`config.mk`:
```
export PLATFORM = sky130hd
export DESIGN_NAME = word_stack
export DESIGN_NICKNAME = d
export VERILOG_FILES = /design/src/rtl/word_stack_pkg.sv /design/src/rtl/word_stack_edge.sv /design/src/rtl/word_stack_ctrl.sv /design/src/rtl/word_stack_store.sv /design/src/rtl/word_stack.sv
export SDC_FILE = /design/constraint.sdc
export NUM_CORES = 1
export LEC_CHECK = 0
export ABC_AREA = 1
export CAP_MARGIN = 20
export CORE_ASPECT_RATIO = 0.5
export CORE_MARGIN = 5
export CORE_UTILIZATION = 25
export CTS_BUF_LIST = sky130_fd_sc_hd__clkbuf_4 sky130_fd_sc_hd__clkbuf_8
export CTS_CLUSTER_SIZE = 24
export DETAILED_ROUTE_END_ITERATION = 6
export DONT_BUFFER_PORTS = 1
export PLACE_DENSITY = 0.38
export SYNTH_ARGS = -nofsm -noshare
export SYNTH_HDL_FRONTEND = slang
export SYNTH_HIERARCHICAL = 1
export SYNTH_SLANG_ARGS = --single-unit
```
`constraint.sdc`:
```
create_clock -name clk_i -period 3.3 [get_ports clk_i]
set_clock_uncertainty 0.05 [all_clocks]
set_input_delay 0.165 -clock clk_i [delete_from_list [all_inputs] [get_ports clk_i]]
set_output_delay 0.165 -clock clk_i [all_outputs]
set_load 0.02 [all_outputs]
```
`src/rtl/word_stack_pkg.sv`:
```
package word_stack_pkg;
  typedef enum logic {
    ORDER_FIFO = 1'b0,
    ORDER_LIFO = 1'b1
  } order_e;

  localparam int unsigned WORD_W_DEF = 16;
  localparam int unsigned DEPTH_DEF  = 5;
endpackage

```
`src/rtl/word_stack_edge.sv`:
```
module word_stack_edge (
  input  logic clk_i,
  input  logic rst_ni,
  input  logic lvl_i,
  output logic rise_o
);
  logic lvl_q;

  always_ff @(posedge clk_i or negedge rst_ni) begin
    if (!rst_ni) lvl_q <= 1'b0;
    else         lvl_q <= lvl_i;
  end

  assign rise_o = lvl_i & ~lvl_q;
endmodule

```
`src/rtl/word_stack_ctrl.sv`:
```
module word_stack_ctrl #(
  parameter int unsigned DEPTH = 5,
  localparam int unsigned CNT_W = $clog2(DEPTH + 1)
) (
  input  logic             clk_i,
  input  logic             rst_ni,
  input  logic             ld_evt_i,
  input  logic             ul_evt_i,
  input  logic             clear_err_i,
  output logic             ld_ok_o,
  output logic             ul_ok_o,
  output logic [CNT_W-1:0] wr_idx_o,
  output logic [CNT_W-1:0] cnt_o,
  output logic             err_o
);
  localparam logic [CNT_W-1:0] CNT_MAX = CNT_W'(DEPTH);

  logic [CNT_W-1:0] cnt_q, cnt_mid, cnt_d;
  logic             err_q, ul_err, ld_err;

  // unload resolves first; load sees the post-unload count
  always_comb begin
    ul_ok_o  = ul_evt_i & (cnt_q != '0);
    ul_err   = ul_evt_i & (cnt_q == '0);
    cnt_mid  = cnt_q - CNT_W'(ul_ok_o);
    ld_ok_o  = ld_evt_i & (cnt_mid != CNT_MAX);
    ld_err   = ld_evt_i & (cnt_mid == CNT_MAX);
    cnt_d    = cnt_mid + CNT_W'(ld_ok_o);
    wr_idx_o = cnt_mid;
  end

  always_ff @(posedge clk_i or negedge rst_ni) begin
    if (!rst_ni) begin
      cnt_q <= '0;
      err_q <= 1'b0;
    end else begin
      cnt_q <= cnt_d;
      if (ul_err | ld_err)  err_q <= 1'b1;
      else if (clear_err_i) err_q <= 1'b0;
    end
  end

  assign cnt_o = cnt_q;
  assign err_o = err_q;
endmodule

```
`src/rtl/word_stack_store.sv`:
```
module word_stack_store #(
  parameter int unsigned WORD_W = 16,
  parameter int unsigned DEPTH  = 5,
  localparam int unsigned CNT_W = $clog2(DEPTH + 1)
) (
  input  logic              clk_i,
  input  logic              rst_ni,
  input  logic              shift_i,
  input  logic              wr_en_i,
  input  logic [CNT_W-1:0]  wr_idx_i,
  input  logic [WORD_W-1:0] wr_data_i,
  input  logic [CNT_W-1:0]  rd_idx_i,
  output logic [WORD_W-1:0] rd_data_o
);
  logic [WORD_W-1:0] slot_q [DEPTH];

  for (genvar i = 0; i < DEPTH; i++) begin : g_slot
    logic [WORD_W-1:0] above;
    if (i < DEPTH - 1) begin : g_mid
      assign above = slot_q[i+1];
    end else begin : g_top
      assign above = '0;
    end

    always_ff @(posedge clk_i or negedge rst_ni) begin
      if (!rst_ni)                                   slot_q[i] <= '0;
      else if (wr_en_i && (wr_idx_i == CNT_W'(i)))   slot_q[i] <= wr_data_i;
      else if (shift_i)                              slot_q[i] <= above;
    end
  end

  always_comb begin
    rd_data_o = '0;
    for (int i = 0; i < DEPTH; i++) begin
      if (rd_idx_i == CNT_W'(i)) rd_data_o = slot_q[i];
    end
  end
endmodule

```
`src/rtl/word_stack.sv`:
```
module word_stack #(
  parameter int unsigned WORD_W = word_stack_pkg::WORD_W_DEF,
  parameter int unsigned DEPTH  = word_stack_pkg::DEPTH_DEF,
  parameter word_stack_pkg::order_e ORDER = word_stack_pkg::ORDER_FIFO,
  localparam int unsigned CNT_W = $clog2(DEPTH + 1)
) (
  input  logic              clk_i,
  input  logic              rst_ni,
  input  logic              load_req_i,
  input  logic              unload_req_i,
  input  logic              clear_err_i,
  input  logic [WORD_W-1:0] data_i,
  output logic [WORD_W-1:0] data_o,
  output logic [CNT_W-1:0]  count_o,
  output logic              full_o,
  output logic              empty_o,
  output logic              err_o
);
  logic             ld_evt, ul_evt, ld_ok, ul_ok;
  logic [CNT_W-1:0] wr_idx, cnt, rd_idx;
  logic [WORD_W-1:0] rd_data, data_q;

  word_stack_edge u_ld_edge (
    .clk_i(clk_i), .rst_ni(rst_ni), .lvl_i(load_req_i), .rise_o(ld_evt)
  );
  word_stack_edge u_ul_edge (
    .clk_i(clk_i), .rst_ni(rst_ni), .lvl_i(unload_req_i), .rise_o(ul_evt)
  );

  word_stack_ctrl #(.DEPTH(DEPTH)) u_ctrl (
    .clk_i      (clk_i),
    .rst_ni     (rst_ni),
    .ld_evt_i   (ld_evt),
    .ul_evt_i   (ul_evt),
    .clear_err_i(clear_err_i),
    .ld_ok_o    (ld_ok),
    .ul_ok_o    (ul_ok),
    .wr_idx_o   (wr_idx),
    .cnt_o      (cnt),
    .err_o      (err_o)
  );

  logic shift;
  if (ORDER == word_stack_pkg::ORDER_FIFO) begin : g_fifo
    assign rd_idx = '0;
    assign shift  = ul_ok;
  end else begin : g_lifo
    assign rd_idx = cnt - CNT_W'(1);
    assign shift  = 1'b0;
  end

  word_stack_store #(.WORD_W(WORD_W), .DEPTH(DEPTH)) u_store (
    .clk_i    (clk_i),
    .rst_ni   (rst_ni),
    .shift_i  (shift),
    .wr_en_i  (ld_ok),
    .wr_idx_i (wr_idx),
    .wr_data_i(data_i),
    .rd_idx_i (rd_idx),
    .rd_data_o(rd_data)
  );

  always_ff @(posedge clk_i or negedge rst_ni) begin
    if (!rst_ni)    data_q <= '0;
    else if (ul_ok) data_q <= rd_data;
  end

  assign data_o  = data_q;
  assign count_o = cnt;
  assign full_o  = (cnt == CNT_W'(DEPTH));
  assign empty_o = (cnt == '0);
endmodule

```
# Word level (Yosys, flattened, before mapping)
# Cells that the tools add are included.
# W data, S select, Z words.
# totals
out_inout_bits,22
inputBits,21
latchBits,0
word_cells,54
memories,0
rom_bits,0
ram_bits,0
ff_bits,102
# classes
n_bitwise,9
div,0
order_cmp,0
shift,0
eq_ne,7
muxes,12
n_mul,0
n_reduce_logical,14
addsub,2
# op_table
operator,count
$mux W16,10
$reduce_bool A2 Y1,6
$eq A3 B3 Y1 const B,3
$and A1 B1 Y1,6
$eq A3 B2 Y1 const B,2
$logic_not A3 Y1,2
$logic_and A1 B1 Y1,5
$add A3 B1 Y3,1
$eq A3 B1 Y1 const B,1
$ne A3 B3 Y1 const B,1
$reduce_bool A3 Y1,1
$sub A3 B1 Y3,1
$mux W1,2
$not A1 Y1,2
$or A1 B1 Y1,1

# Logic depth before layout (Yosys ltp)
# Gate-level depths: netlist of run 1.
# depth
word_depth,8
depth_mapped,16
ltp_nobuf,15

# By module
# The synthesis of run 1 kept the hierarchy.
# by_module_without_submodules
mod,area_each_um2,seq_area_each_um2,cells_each,instances
word_stack_store,4425.5,2001.9,581,1
word_stack,670.6,400.4,75,1
word_stack_ctrl,265.3,100.1,29,1
word_stack_edge,35.0,25.0,3,2

# Worst setup path after synthesis of run 1
# No wires, ideal clock.
# synth_timing
path_kind,reg2reg
startpoint,"register u_ctrl.cnt_q[2], in the netlist u_ctrl/cnt_o[2]"
endpoint,register u_store.slot_q (netlist bit u_store/g_slot[1].above[4])
path_stages_with_launch,15
arrival_time_ps,2446
n_path_buf,2
period_less_slack_ps,2630
setup_time_ps,134
required_ps,3116
setup_slack_ps,670
path_cell_list,dfrtp_1 -> inv_2 -> a21boi_1 -> ha_1 -> ha_1 -> inv_1 -> nor2_1 -> a21boi_2 -> inv_2 -> nor2_8 -> nand2_1 -> buf_2 -> buf_4 -> nand3_1 -> o211ai_1
# synth_between
elab_chain_len,7
word_cells_on_any_way,9
cone_classes,1 x add/sub; 2 x eq/ne; 1 x mux; 2 x bitwise; 3 x reduce/logical
# synth_rtl
element,line_no,rtl
"start, declared",word_stack_ctrl.sv:18,"logic [CNT_W-1:0] cnt_q, cnt_mid, cnt_d;"
"start signal, assigned",word_stack_ctrl.sv:37,cnt_q <= cnt_d;
$reduce_bool A3 Y1 *,word_stack_ctrl.sv:23,ul_ok_o = ul_evt_i & (cnt_q != '0);
$and A1 B1 Y1 *,word_stack_ctrl.sv:23,
named net shift,word_stack.sv:43,logic shift;
$sub A3 B1 Y3 *,word_stack_ctrl.sv:25,cnt_mid = cnt_q - CNT_W'(ul_ok_o);
named net wr_idx[1],word_stack.sv:20,"logic [CNT_W-1:0] wr_idx, cnt, rd_idx;"
$ne A3 B3 Y1 *,word_stack_ctrl.sv:26,ld_ok_o = ld_evt_i & (cnt_mid != CNT_MAX);
$and A1 B1 Y1 *,word_stack_ctrl.sv:26,
named net ld_ok,word_stack.sv:19,"logic ld_evt, ul_evt, ld_ok, ul_ok;"
$logic_and A1 B1 Y1 *,word_stack_store.sv:27,else if (wr_en_i && (wr_idx_i == CNT_W'(i))) slot_q[i] <= wr_data_i;
$mux W16 or $reduce_bool A2 Y1 (tied branches),--,
"end signal, assigned by index",word_stack_store.sv:27,
"end signal, assigned by index",word_stack_store.sv:28,else if (shift_i) slot_q[i] <= above;
"end, declared",word_stack_store.sv:15,logic [WORD_W-1:0] slot_q [DEPTH];
# The timed path passes the listed nets; every way through them passes the cells marked *.
# A chain may end at the register's enable or synchronous reset.

# Worst setup path in the final report of run 1
# layout_timing
startpoint,"register u_ctrl.cnt_q[2], in the netlist u_ctrl/cnt_o[2]"
endpoint,register u_store.slot_q (netlist bit u_store/g_slot[1].above[15])
# Same word-level chain as after synthesis.

==> results of run 1 <==
[cell usage after synthesis]
cell,instances
buf_6,3
nand3_2,3
o211ai_2,4
clkbuf_1,17
o21ai_0,16
nor3_4,2
buf_2,14
buf_1,10
nor2_8,1
inv_2,8
nand4_1,32
nor2_1,39
nor2_2,2
nand2_4,1
o211ai_1,12
nand3_1,212
dfrtp_1,102
nand2_1,147
inv_6,1
buf_12,1
a21boi_1,1
ha_1,4
conb_1,1
nand2_2,6
buf_4,4
a21boi_2,1
xor2_2,1
inv_1,46
[worst register-to-register path: cells and delay by family (launching register included)]
family | cells | cell delay [ns]
buffers and inverters | 4 | 0.69
AND/OR/NAND/NOR | 4 | 0.63
flip-flops | 1 | 0.54
AO/OA/AOI/OAI | 3 | 0.54
adder cells (fa/ha/maj) | 2 | 0.38
[report_power, final]
group / switching [mW] / internal [mW] / leakage (nW)
clock: 0.497 / 0.300 / 0.0931
sequential: 0.437 / 1.69 / 1.37
combinational: 0.959 / 0.483 / 1.40
total: 1.89 / 2.48 / 2.86
[cell type report]
cell class,count,area [um^2]
Multi-Input combinational cell,491,2450
Clock buffer,10,138
Fill cell,2343,15400
Timing Repair Buffer,35,345
Clock inverter,6,43.8
Inverter,55,211
Sequential cell,102,2550
Antenna cell,1,2.50
Tap cell,300,375
[cells by family after synthesis]
kind of cell / count (synthesis) / synth area share, %
AND/OR/NAND/NOR: 445 / 38.7
buffers and inverters: 104 / 8.59
flip-flops: 102 / 47.0
AO/OA/AOI/OAI: 34 / 4.40
adder cells (fa/ha/maj): 4 / 0.921
XOR/XNOR: 1 / 0.300
other: 1 / 0.0690
[metrics by stage]
stage | total power [mW] | setup WS [ns] | hold slack (ns) | instances
4_1_cts | 4.42 | 0.349 | 0.0298 | 999
5_1_grt | 4.73 | 0.122 | 0.0868 | 1000
3_5_place_dp | 3.53 | 0.376 | -0.176 | 962
6_report | 4.37 | 0.331 | 0.0480 | 1000
3_3_place_gp | 3.53 | 0.422 | -0.176 | 962
2_1_floorplan | 3.10 | 0.670 | -0.181 | 697
[worst max path at each step]
stage	from	to	depth (start not counted)
final	u_ctrl/cnt_o[2]	u_store/g_slot[1].above[15]	13
after global placement	u_ctrl/cnt_o[2]	u_store/g_slot[1].above[0]	13
after CTS	u_ctrl/cnt_o[2]	u_store/g_slot[1].above[15]	13
after global routing	u_ctrl/cnt_o[2]	u_store/g_slot[1].above[15]	13
after floorplan	u_ctrl/cnt_o[2]	u_store/g_slot[1].above[4]	14
after detailed placement	u_ctrl/cnt_o[2]	u_store/g_slot[1].above[13]	13
[metal layers]
metal / global-route usage (%) / wire (um)
met5: 0 / 13
met4: 4.01 / 331
met3: 3.70 / 1120
met2: 21.3 / 7390
met1: 23.1 / 9370
[sequential cells by signal, indices dropped and copies added, names as in the netlist]
signal,flops
u_ctrl/cnt_o,3
u_ul_edge/lvl_q,1
data_o,16
u_ctrl/err_o,1
u_store/g_slot.above,64
u_ld_edge/lvl_q,1
u_store/slot_q,16
[timing repair]
item | CTS | global route
endpoints found under the hold margin | 185 | 0
hold buffers | 21 | 0
endpoints found under the setup margin | 0 | 0
==> reports/results.tsv, run 1 <==
stage	metric	value	unit
placed_design	port_buffers	0	
global_route	grt-ovfl-total	0	
synth	yosysSeqAreaShare	47.0	%
sta	rsz0062_at_grt	no	
clocking	cts.reportedPaths.clkPinSlew	0.10	ns
global_route	grt_max_degree	103	
floorplanning	initial_utilization	25.2	%
power	irDropWorstVdd	0.000326	V
sta	period_share	90.0	%
critical_path	worst-path-max-fanout	48	
clocking	clock_sinks	102	
critical_path	ff2ff_path_depth	13	
sta	drv_slew	0	
sta	relSlewSlack	62.1	%
floorplanning	core_area	21500	um^2
clocking	cts_root_buffer	clkbuf_8	
clocking	cts_resized	0	
synth	yosysTopAreaCell	dfrtp_1	
synth	ys_top_cells_by_area	dfrtp_1 (47%), nand3_1 (20%), nand2_1 (10%)	
critical_path	cp_data_arrival_time	3.17	ns
global_route	grt.total_usage	15.1	%
clocking	cts_buffer_depth	2	
finish	layout_commonest_cell	nand3_1	
synth	synthDistinctLibCells	28	
floorplanning	fp.dieH	114	um
floorplanning	die-area	25000	um^2
detailed_routing	route.detailed.wl_per_inst	18.2	um
critical_path	r2r-end	u_store/g_slot[1].above[15]	
critical_path	worstPathRequired	3.51	ns
critical_path	cp-start-kind	flop	
finish	syn_to_final_growth	12.6	%
run	cap_violations	0	
detailed_routing	dr.first_iter.drc_count	451	
detailed_routing	routed_via_density	4.85	
sta	setup_violations	0	
floorplanning	die-width	218	um
detailed_routing	wirelength	18.2	mm
sta	worst_slew_pin_slew	0.569	ns
synth	synth_top_area_share	47.0	%
finish	nets	719	
min_path	holdPathStages	6	
synth	synth.avg_cell_area	7.86	um^2
sta	totalNegativeSetupSlack	0	ns
power	power_density	715	nW/um^2
sta	fmax	337	MHz
critical_path	critPathCaptureType	flop	
global_route	grt_pass1_wl	29.0	mm
synth	syn-cell-area	5430	um^2
critical_path	max_stage_delay	0.54	ns
clocking	cts_tree	done	
critical_path	critical_path.top_delay_family	buffers and inverters	
clocking	post-cts-setup-buffers	0	
power	p_leak	2.86	nW
min_path	min_to	u_ctrl/err_o	
detailed_routing	drt-pass1-iter-count	5	
synth	synth_cells	691	
critical_path	r2r_slack	0.33	ns
finish	drive_above_1_share	9.01	%
clocking	h-tree-depth	3	
min_path	hold_start	unload_req_i	
finish	fin_util	28.4	%
floorplanning	rows	38	
placed_design	dp_hpwl	11.1	mm
sta	finalCriticalPeriod	2.97	ns
placed_design	gp_congestion	0.716	
placed_design	placed_area	5700	um^2
min_path	hold_class	input pin to flop	
critical_path	r2r-start	u_ctrl/cnt_o[2]	
critical_path	crit_buf_inv	4	
sta	hold_viol	0	
critical_path	crit_slowest_cell	dfrtp_1	
floorplanning	ios	43	
detailed_routing	vias	4848	
clocking	clock_latency	0.40	ns
critical_path	critical_path_class	flop to flop	
clocking	numCtsBuffers	9	
finish	final_cell_mix	nand3_1 (212), nand2_1 (147), dfrtp_1 (102)	
detailed_routing	ant_nets	0	
status	outcome	complete, no violations	
finish	fin_area	6110	um^2
critical_path	worstPathCellList	inv_2 > a21boi_4 > ha_1 > ha_1 > inv_1 > nor2_1 > a21boi_2 > inv_2 > nor2_8 > nand2_1 > buf_4 > nand3_1 > o211ai_1	
detailed_routing	drc_errors	0	
global_route	antenna_found_initial	2	
synth	yosys_warnings	6	
global_route	grt_pass1_vias	4730	
synth	yosys_register_bits	102	
Power figures use the tool's default switching activity.
==> run 2, diff against run 1 <==
--- a/config.mk
+++ b/config.mk
@@ -14,6 +14,7 @@
 export CTS_CLUSTER_SIZE = 24
 export DETAILED_ROUTE_END_ITERATION = 6
 export DONT_BUFFER_PORTS = 1
+export HOLD_SLACK_MARGIN = 0.1
 export PLACE_DENSITY = 0.38
 export SYNTH_ARGS = -nofsm -noshare
 export SYNTH_HDL_FRONTEND = slang
==> run 2 against run 1 <==
  * Core utilization is the same
  * Routed wire length fell by 0.14%
  * Via count shrank 0.60%
  * Combinational power hardly changed
  * Critical path depth unchanged
  * Register-to-register slack about the same
  * First-iteration DRC count decreased by 9.8%
  * Power grew 0.15%
  * Sequential cell count did not move
  * Critical path type unchanged
==> reports/results.tsv, run 2 (synthesis results as in run 1) <==
stage	metric	value	unit
power	irDropWorstVdd	0.000327	V
detailed_routing	wirelength	18.2	mm
power	combPwrFrac	32.9	%
critical_path	max_stage_delay	0.54	ns
sta	totalNegativeSetupSlack	0	ns
floorplanning	rows	38	
detailed_routing	routed_via_density	4.82	
finish	layout.cells.non_filler	1000	
finish	syn_to_final_growth	12.6	%
clocking	cts_resized	0	
critical_path	crit_buf_inv	4	
detailed_routing	vias	4819	
detailed_routing	drc_errors	0	
critical_path	critPathCaptureType	flop	
critical_path	critical_path_cell_count	13	
placed_design	port_buffers	0	
sta	fmax	336	MHz
clocking	cts.reportedPaths.clkPinSlew	0.10	ns
critical_path	critical_path_class	flop to flop	
finish	fin_area	6110	um^2
placed_design	gp_congestion	0.716	
power	cell_internal_pwr	2.48	mW
critical_path	cp-start-kind	flop	
placed_design	placed_area	5700	um^2
critical_path	worst-path-max-fanout	48	
sta	finalCriticalPeriod	2.98	ns
detailed_routing	drt-pass1-iter-count	5	
detailed_routing	dr.first_iter.drc_count	407	
global_route	grt-ovfl-total	0	
min_path	hold_start	unload_req_i	
finish	layout_commonest_cell	nand3_1	
sta	worst_slew_pin_slew	0.571	ns
global_route	grt_pass1_wl	29.0	mm
critical_path	startpoint	u_ctrl/cnt_o[2]	
critical_path	r2r-start	u_ctrl/cnt_o[2]	
power	p_leak	2.86	nW
global_route	antenna_found_initial	2	
sta	relSlewSlack	62.0	%
clocking	clock_latency	0.41	ns
critical_path	critical_path.top_delay_family	buffers and inverters	
detailed_routing	route.detailed.wl_per_inst	18.2	um
detailed_routing	ant_nets	0	
sta	setup_violations	0	
critical_path	r2r_slack	0.32	ns
placed_design	place_inst	962	
power	seqPwrFrac	48.8	%
power	clkPwrFrac	18.3	%
critical_path	crit_end	u_store/g_slot[1].above[15]	
finish	final_cell_mix	nand3_1 (212), nand2_1 (147), dfrtp_1 (102)	
placed_design	dp_hpwl	11.1	mm
clocking	h-tree-depth	3	
global_route	grt_max_degree	103	
power	power_density	716	nW/um^2
floorplanning	die-width	218	um
clocking	cts_root_buffer	clkbuf_8	
critical_path	cp_data_arrival_time	3.18	ns
run	cap_violations	0	
critical_path	worstPathRequired	3.51	ns
floorplanning	core_area	21500	um^2
sta	hold_viol	0	
power	power_switching	1.90	mW
global_route	grt.total_usage	15.1	%
clocking	clock_sinks	102	
clocking	numCtsBuffers	9	
floorplanning	fp.dieH	114	um
clocking	cts_buffer_depth	2	
power	sw_frac_of_total	43.4	%
floorplanning	initial_utilization	25.2	%
finish	nets	719	
sta	rsz0062_at_grt	no	
sta	hold_slack	0.292	ns
critical_path	ff2ff_path_depth	13	
sta	drv_slew	0	
critical_path	worstPathCellList	inv_2 > a21boi_4 > ha_1 > ha_1 > inv_1 > nor2_1 > a21boi_2 > inv_2 > nor2_8 > nand2_1 > buf_4 > nand3_1 > o211ai_1	
critical_path	r2r-end	u_store/g_slot[1].above[15]	
floorplanning	die-area	25000	um^2
min_path	hold_class	input pin to flop	
clocking	cts_tree	done	
finish	largest_reg_flops	64	
sta	period_share	90.3	%
status	outcome	complete, no violations	
finish	drive_above_1_share	9.01	%
finish	nFillCells	2343	
floorplanning	ios	43	
critical_path	crit_slowest_cell	dfrtp_1	
global_route	grt_pass1_vias	4728	
-- run 2: worst register-to-register path, delay by kind of cell, from the launching register on --
family                     cells  cell delay, ns
AOI/OAI and AO/OA              3            0.54
DFF                            1            0.54
and+or+nand+nor                4            0.64
adders and majority gates      2            0.38
buffers and inverters          4            0.69
-- run 2: final cells by class --
cell class	instances	area, um^2	share of cell area, %
sequential	102	2550	41.7
multi-input combinational	491	2450	40.0
tap	300	375	6.14
timing repair buffer	35	345	5.65
inverter	55	211	3.46
clock buffer	10	138	2.25
clock inverter	6	43.8	0.716
antenna	1	2.50	0.0409
-- run 2: power groups by stage --
stage	logic, mW	clock network, mW	registers (mW)
floorplan	1.02	0	2.08
global placement	1.36	0	2.16
detailed placement	1.36	0	2.17
CTS	1.44	0.842	2.14
global route	1.64	0.890	2.20
finish	1.44	0.801	2.13
-- run 2: what timing repair did --
item | 4_1_cts | 5_1_grt
endpoints found under the setup margin | 0 | 0
setup buffers | 0 | 0
hold buffers | 21 | 0
endpoints found under the hold margin | 185 | 0
-- run 2: how the worst min path moves through the flow --
| stage | endpoint | cells past startpoint | slack (ns) |
|---|---|---|---|
| floorplan | data_o[0] | 0 | -0.18 |
| global placement | u_ctrl/err_o | 0 | -0.18 |
| detailed placement | u_ctrl/err_o | 0 | -0.18 |
| CTS | u_ul_edge/lvl_q | 1 | 0.26 |
| global route | u_ul_edge/lvl_q | 1 | 0.27 |
| finish | u_ul_edge/lvl_q | 1 | 0.29 |
-- run 2: metal layers --
| metal | GRT usage (%) | routed length, um | vias to the layer above | share of wire, % |
|---|---|---|---|---|
| met3 | 3.70 | 1130 | 22 | 6.2 |
| met4 | 4.01 | 321 | 2 | 1.8 |
| met5 | 0 | 13 | - | 0.071 |
| li1 | - | - | 2322 | - |
| met1 | 23.0 | 9440 | 2339 | 52 |
| met2 | 21.3 | 7300 | 134 | 40 |
-- run 2: through the flow --
stage | utilization, % | worst slack [ns] | total power, mW
finish | 28.4 | 0.322 | 4.38
global route | 28.4 | 0.122 | 4.73
CTS | 28.4 | 0.349 | 4.42
detailed placement | 26.5 | 0.376 | 3.53
global placement | 26.5 | 0.422 | 3.53
floorplan | - | 0.670 | 3.10
